===== config.mk =====
export PLATFORM = sky130hd
export DESIGN_NAME = strap_latch_top
export DESIGN_NICKNAME = d
export VERILOG_FILES = /design/src/rtl/strap_pkg.sv /design/src/rtl/strap_sync.sv /design/src/rtl/strap_rst_fsm.sv /design/src/rtl/strap_cfg_regs.sv /design/src/rtl/strap_latch_top.sv
export SDC_FILE = /design/constraint.sdc
export NUM_CORES = 1
export LEC_CHECK = 0
export BUFFER_PORTS_ARGS = -buffer_cell sky130_fd_sc_hd__buf_4
export CAP_MARGIN = 40
export CORE_UTILIZATION = 35
export CTS_CLUSTER_SIZE = 16
export DETAILED_ROUTE_END_ITERATION = 6
export MAX_ROUTING_LAYER = met4
export PLACE_DENSITY_LB_ADDON = 0.05
export SYNTH_ARGS = -nofsm -noshare
export SYNTH_HDL_FRONTEND = slang
export SYNTH_HIERARCHICAL = 1
export SYNTH_SLANG_ARGS = --single-unit

===== constraint.sdc =====
create_clock -name clk -period 2.37 [get_ports clk]
set_input_delay 0.1185 -clock clk [delete_from_list [all_inputs] [get_ports clk]]
set_output_delay 0.1185 -clock clk [all_outputs]
set_load 0.05 [all_outputs]

===== src/rtl/strap_pkg.sv =====
package strap_pkg;

    localparam int PHY_ADDR_W = 5;

    typedef enum logic [1:0] {
        ST_RUN    = 2'd0,
        ST_COUNT  = 2'd1,
        ST_SAMPLE = 2'd2
    } rst_state_e;

    typedef struct packed {
        logic [PHY_ADDR_W-1:0] addr;
        logic                  an_all;
        logic                  rmii;
        logic                  led_link_only;
        logic                  mdix;
    } strap_t;

    localparam int STRAP_W = $bits(strap_t);

    localparam strap_t STRAP_DEFAULT = '{
        addr:          5'd1,
        an_all:        1'b1,
        rmii:          1'b0,
        led_link_only: 1'b1,
        mdix:          1'b1
    };

endpackage


===== src/rtl/strap_sync.sv =====
module strap_sync #(
    parameter int             W       = 1,
    parameter int             STAGES  = 2,
    parameter logic [W-1:0]   RST_VAL = '0
) (
    input  logic         clk,
    input  logic         por_n,
    input  logic [W-1:0] d,
    output logic [W-1:0] q
);

    logic [STAGES-1:0][W-1:0] chain_q;

    generate
        if (STAGES > 1) begin : g_multi
            always_ff @(posedge clk or negedge por_n) begin
                if (!por_n) chain_q <= {STAGES{RST_VAL}};
                else        chain_q <= {chain_q[STAGES-2:0], d};
            end
        end else begin : g_single
            always_ff @(posedge clk or negedge por_n) begin
                if (!por_n) chain_q <= RST_VAL;
                else        chain_q <= d;
            end
        end
    endgenerate

    assign q = chain_q[STAGES-1];

endmodule


===== src/rtl/strap_rst_fsm.sv =====
module strap_rst_fsm
    import strap_pkg::*;
#(
    parameter int MIN_LOW_CYC = 25
) (
    input  logic clk,
    input  logic por_n,
    input  logic rst_sync_n,
    output logic sample_en,
    output logic commit,
    output logic run_active,
    output logic pins_oe_q
);

    localparam int CNT_W = $clog2(MIN_LOW_CYC + 1);
    localparam logic [CNT_W-1:0] CNT_LAST = CNT_W'(MIN_LOW_CYC - 1);

    rst_state_e       state_q, state_d;
    logic [CNT_W-1:0] cnt_q, cnt_d;

    // state register
    always_ff @(posedge clk or negedge por_n) begin
        if (!por_n) begin
            state_q   <= ST_RUN;
            cnt_q     <= '0;
            pins_oe_q <= 1'b1;
        end else begin
            state_q   <= state_d;
            cnt_q     <= cnt_d;
            pins_oe_q <= (state_d == ST_RUN) && rst_sync_n;
        end
    end

    // next state and low-time counter
    always_comb begin
        state_d = state_q;
        cnt_d   = '0;
        unique case (state_q)
            ST_RUN: begin
                if (!rst_sync_n) begin
                    if (MIN_LOW_CYC <= 1) begin
                        state_d = ST_SAMPLE;
                    end else begin
                        state_d = ST_COUNT;
                        cnt_d   = CNT_W'(1);
                    end
                end
            end
            ST_COUNT: begin
                if (rst_sync_n) begin
                    state_d = ST_RUN;            // glitch, discard
                end else if (cnt_q == CNT_LAST) begin
                    state_d = ST_SAMPLE;
                end else begin
                    cnt_d = cnt_q + CNT_W'(1);
                end
            end
            ST_SAMPLE: begin
                if (rst_sync_n) state_d = ST_RUN; // commit
            end
            default: state_d = ST_RUN;
        endcase
    end

    // outputs
    always_comb begin
        sample_en  = !rst_sync_n;
        commit     = (state_q == ST_SAMPLE) && rst_sync_n;
        run_active = (state_q == ST_RUN) && rst_sync_n;
    end

    AST_COUNT_BELOW_LIMIT: assert property (@(posedge clk) disable iff (!por_n)
        (state_q == ST_COUNT) |-> (cnt_q != '0 && cnt_q < CNT_W'(MIN_LOW_CYC)));

    AST_PINS_HELD_IN_RESET: assert property (@(posedge clk) disable iff (!por_n)
        (state_q != ST_RUN) |-> !pins_oe_q);

    AST_COMMIT_ENDS_SAMPLE: assert property (@(posedge clk) disable iff (!por_n)
        commit |=> (state_q == ST_RUN));

endmodule


===== src/rtl/strap_cfg_regs.sv =====
module strap_cfg_regs
    import strap_pkg::*;
(
    input  logic                  clk,
    input  logic                  por_n,
    input  logic                  sample_en,
    input  logic                  commit,
    input  logic                  run_active,
    input  strap_t                strap_in,
    input  logic                  wr_en,
    input  logic [PHY_ADDR_W-1:0] wr_addr,
    output strap_t                cfg,
    output logic [PHY_ADDR_W-1:0] phy_addr,
    output logic                  isolate,
    output logic [3:0]            adv_abil,
    output logic                  full_duplex
);

    strap_t                shadow_q;
    strap_t                cfg_q;
    logic [PHY_ADDR_W-1:0] addr_q;
    logic                  iso_q;

    // shadow follows the pins for as long as reset is low
    always_ff @(posedge clk or negedge por_n) begin
        if (!por_n)         shadow_q <= STRAP_DEFAULT;
        else if (sample_en) shadow_q <= strap_in;
    end

    // committed configuration and isolate
    always_ff @(posedge clk or negedge por_n) begin
        if (!por_n) begin
            cfg_q <= STRAP_DEFAULT;
            iso_q <= 1'b0;
        end else if (commit) begin
            cfg_q <= shadow_q;
            iso_q <= (shadow_q.addr == '0);
        end
    end

    // software-visible address: strap commit has priority
    always_ff @(posedge clk or negedge por_n) begin
        if (!por_n)                     addr_q <= STRAP_DEFAULT.addr;
        else if (commit)                addr_q <= shadow_q.addr;
        else if (wr_en && run_active)   addr_q <= wr_addr;
    end

    // field decode: {100 FD, 100 HD, 10 FD, 10 HD}
    always_comb begin
        adv_abil    = {cfg_q.an_all, 1'b1, cfg_q.an_all, 1'b1};
        full_duplex = cfg_q.an_all;
    end

    assign cfg      = cfg_q;
    assign phy_addr = addr_q;
    assign isolate  = iso_q;

    AST_CFG_HELD: assert property (@(posedge clk) disable iff (!por_n)
        !commit |=> $stable(cfg_q));

    AST_ISO_STRAP_ONLY: assert property (@(posedge clk) disable iff (!por_n)
        !commit |=> $stable(iso_q));

    AST_ISO_ADDR_ZERO: assert property (@(posedge clk) disable iff (!por_n)
        iso_q == (cfg_q.addr == '0));

    AST_WR_IGNORED_IN_RESET: assert property (@(posedge clk) disable iff (!por_n)
        (!run_active && !commit) |=> $stable(addr_q));

endmodule


===== src/rtl/strap_latch_top.sv =====
module strap_latch_top
    import strap_pkg::*;
#(
    parameter int MIN_LOW_CYC = 25,
    parameter int SYNC_STAGES = 2
) (
    input  logic       clk,
    input  logic       por_n,
    input  logic       rst_pin_n,
    input  logic [4:0] pin_addr,
    input  logic       pin_an_sel,
    input  logic       pin_rmii_sel,
    input  logic       pin_led_sel,
    input  logic       pin_mdix_sel,
    input  logic       sw_addr_we,
    input  logic [4:0] sw_addr_wdata,
    output logic       strap_pin_oe,
    output logic [4:0] phy_addr,
    output logic       isolate,
    output logic [3:0] adv_abil,
    output logic       ctl_full_duplex,
    output logic       rmii_mode,
    output logic       led_link_only,
    output logic       mdix_en
);

    strap_t raw_straps;
    strap_t sync_straps;
    strap_t cfg;
    logic   rst_sync_n;
    logic   sample_en, commit, run_active, pins_oe_q;

    assign raw_straps = '{addr: pin_addr, an_all: pin_an_sel, rmii: pin_rmii_sel,
                          led_link_only: pin_led_sel, mdix: pin_mdix_sel};

    strap_sync #(.W(1), .STAGES(SYNC_STAGES), .RST_VAL(1'b1)) i_rst_sync (
        .clk(clk), .por_n(por_n), .d(rst_pin_n), .q(rst_sync_n)
    );

    strap_sync #(.W(STRAP_W), .STAGES(SYNC_STAGES), .RST_VAL(STRAP_DEFAULT)) i_pin_sync (
        .clk(clk), .por_n(por_n), .d(raw_straps), .q(sync_straps)
    );

    strap_rst_fsm #(.MIN_LOW_CYC(MIN_LOW_CYC)) i_fsm (
        .clk(clk), .por_n(por_n), .rst_sync_n(rst_sync_n),
        .sample_en(sample_en), .commit(commit),
        .run_active(run_active), .pins_oe_q(pins_oe_q)
    );

    strap_cfg_regs i_regs (
        .clk(clk), .por_n(por_n), .sample_en(sample_en), .commit(commit),
        .run_active(run_active), .strap_in(sync_straps),
        .wr_en(sw_addr_we), .wr_addr(sw_addr_wdata),
        .cfg(cfg), .phy_addr(phy_addr), .isolate(isolate),
        .adv_abil(adv_abil), .full_duplex(ctl_full_duplex)
    );

    // raw pin gates the enable at once; the registered term covers sampling
    assign strap_pin_oe  = rst_pin_n & pins_oe_q;
    assign rmii_mode     = cfg.rmii;
    assign led_link_only = cfg.led_link_only;
    assign mdix_en       = cfg.mdix;

    AST_OE_OFF_PIN_LOW: assert property (@(posedge clk) disable iff (!por_n)
        !rst_sync_n |-> !strap_pin_oe);

    AST_MODES_STABLE_RUN: assert property (@(posedge clk) disable iff (!por_n)
        (run_active && !commit) |=> $stable({rmii_mode, led_link_only, mdix_en, adv_abil}));

endmodule


==> results.ini <==
[run_status]
status = finished clean

[clock_tree]
ctsResizeCount = 0
cts_root_buffer = clkbuf_8
clock_latency_ns = 0.29
clock_path_buffers = 2
cts_buffers = 5
cts_max_level = 2
cts_tree = done
numClockSinks = 47
clk_pin_slew_ns = 0.08

[global_route]
grt_max_degree = 48
grt_remaining_overflow = 0
grt.busiest_layer = met2
met1_usage_pct = 15.7
use_met2_pct = 19.0
met3_usage_pct = 4.61
grt_pass1_wl_um = 4980
antenna_found_initial = 0
grt_pass1_vias = 1074
track_usage_pct = 13.0

[synthesis]
synth_area_um2 = 1810
ys_warn_count = 6
avgSynthCellArea_um2 = 13.9
synthCells = 130

[finish]
finalInstanceArea_um2 = 2220
layout-drive-gt1-share_pct = 47.0
layout.nets = 185
num_antenna_cells = 0
final_core_util_pct = 45.8
area_growth_pct = 22.6

[worst_setup_path]
rrSetupSlack_ns = 0.66
cp-end-kind = register
r2r-end = i_regs/cfg[2]
worstSetupPathType = register to register
r2r_start = i_rst_sync/q
cp.required_ns = 2.55
critPathArrivalTime_ns = 1.89
path_max_fanout = 13
worstRegToRegCells = 4
worst_setup_path_start_kind = register

[power_and_ir_drop]
vdd_drop_max_mv = 0.387
p_leak_nw = 0.998
power_w = 0.00155
power.density_nw_per_um2 = 695

[sta]
slew_violations = 0
fin_setup_tns_ns = 0
grt_setup_unrepaired = false
fin_crit_ns = 1.71
fin_crit_sh_pct = 72.2
finalSetupViolations = 0
final.setup_skew_ns = 0.00323
hold_viol_final = 0
worstMarginPinSlew_ns = 0.578
setup_slack_ns = 0.659
relSlewSlack_pct = 61.5
max_freq_mhz = 584

[route]
vias_per_cell = 4.42
antenna_left = 0
dr_total_vias = 1031
firstDrtPassIters = 4
wl_um = 2860
drc = 0
drtIter0Drc = 40
wire_per_inst_um = 12.3

[floorplanning]
ios = 33
dieHeight_um = 74.0
core_area_um2 = 4850
num_rows = 25
initial_core_util_pct = 37.4
die_w_um = 74.0
dieArea_um2 = 5470

[min_path]
hold_path_class = input port to register
hold_start = sw_addr_wdata[0]
hold_end = i_regs/phy_addr[0]
holdPathStages = 3

[place]
hpwl_um = 1930
pre_cts_ws_ns = 0.652
place.gp.congestion = 0.687
place_area_um2 = 2030
port_buffers = 30

[flow_run]
drv_cap = 0

==> power breakdown <==
part | internal (W) | leakage [nW] | switching [W]
Combinational | 0.0000807 | 0.405 | 0.000116
Clock | 0.000202 | 0.0477 | 0.000250
Sequential | 0.000867 | 0.544 | 0.0000283
==> metal layers <==
layer	vias to the layer above	part of all wire, %
met3	10	5.1
met4	0	3.0
met2	29	45
met1	507	47
li1	485	-
met5	-	0
==> cells in the final DEF, fill, tap and decap left out <==
| cell | n |
|---|---|
| a21boi_1 | 1 |
| o21ai_1 | 2 |
| dlygate4sd3_1 | 11 |
| and2_1 | 3 |
| nor2b_1 | 1 |
| nor3_1 | 2 |
| nor2_2 | 1 |
| nand4b_1 | 5 |
| xnor2_1 | 1 |
| dfstp_2 | 19 |
| clkinv_2 | 3 |
| conb_1 | 2 |
| nor3b_2 | 1 |
| nand2_1 | 6 |
| ha_1 | 2 |
| and4b_4 | 1 |
| xor2_1 | 2 |
| o311ai_1 | 5 |
| nand3_1 | 3 |
| mux2_2 | 13 |
| buf_4 | 33 |
| nand3b_4 | 1 |
| a31o_2 | 1 |
| inv_1 | 9 |
| dfrtp_1 | 28 |
| nor2_1 | 5 |
| clkbuf_8 | 5 |
==> registers in the layout, summed over array words and instances (netlist names) <==
signal / flops
i_rst_sync/q: 1
i_pin_sync/chain_q: 9
i_regs/cfg: 3
i_regs/shadow_q: 9
i_regs/phy_addr: 5
i_fsm/cnt_q: 5
i_regs/isolate: 1
i_regs/full_duplex: 1
i_fsm/pins_oe_q: 1
i_fsm/state_q: 2
i_rst_sync/chain_q: 1
i_pin_sync/q: 9
==> worst max-delay path by stage <==
| stage | start | endpoint | cells after the start |
|---|---|---|---|
| after floorplan | i_rst_sync/q | i_regs/cfg[2] | 4 |
| after global placement | i_rst_sync/q | i_regs/cfg[2] | 4 |
| after detailed placement | i_rst_sync/q | i_regs/cfg[2] | 4 |
| after CTS | i_rst_sync/q | i_regs/cfg[2] | 4 |
| after global routing | i_rst_sync/q | i_regs/cfg[2] | 4 |
| final | i_rst_sync/q | i_regs/cfg[2] | 4 |
==> stage by stage <==
step	instances	hold slack, ns
3_5_place_dp	214	0.168
2_1_floorplan	131	-0.177
4_1_cts	233	0.0898
6_report	233	0.105
5_1_grt	233	0.120
3_3_place_gp	214	0.161
==> repair_timing <==
| item | 4_1_cts | 5_1_grt |
|---|---|---|
| hold buffers | 11 | 0 |
| setup endpoints to repair | 0 | 0 |
| setup buffers | 0 | 0 |
| endpoints found under the hold margin | 38 | 0 |
==> layout make-up <==
cell class | instances | area (um2)
clock buffer | 5 | 68.8
inverter | 9 | 33.8
clock inverter | 3 | 15.0
timing repair buffer | 44 | 358
multi-input combinational | 58 | 463
sequential | 47 | 1200
tap | 67 | 83.8
fill | 454 | 2630
==> critical path, cell delays in order, from the launching register on <==
cell and delay, ns:
dfstp_2 0.56, inv_1 0.22, nor3b_2 0.26, buf_4 0.22, mux2_2 0.35
Note: power is estimated with default switching activity, not from simulation.
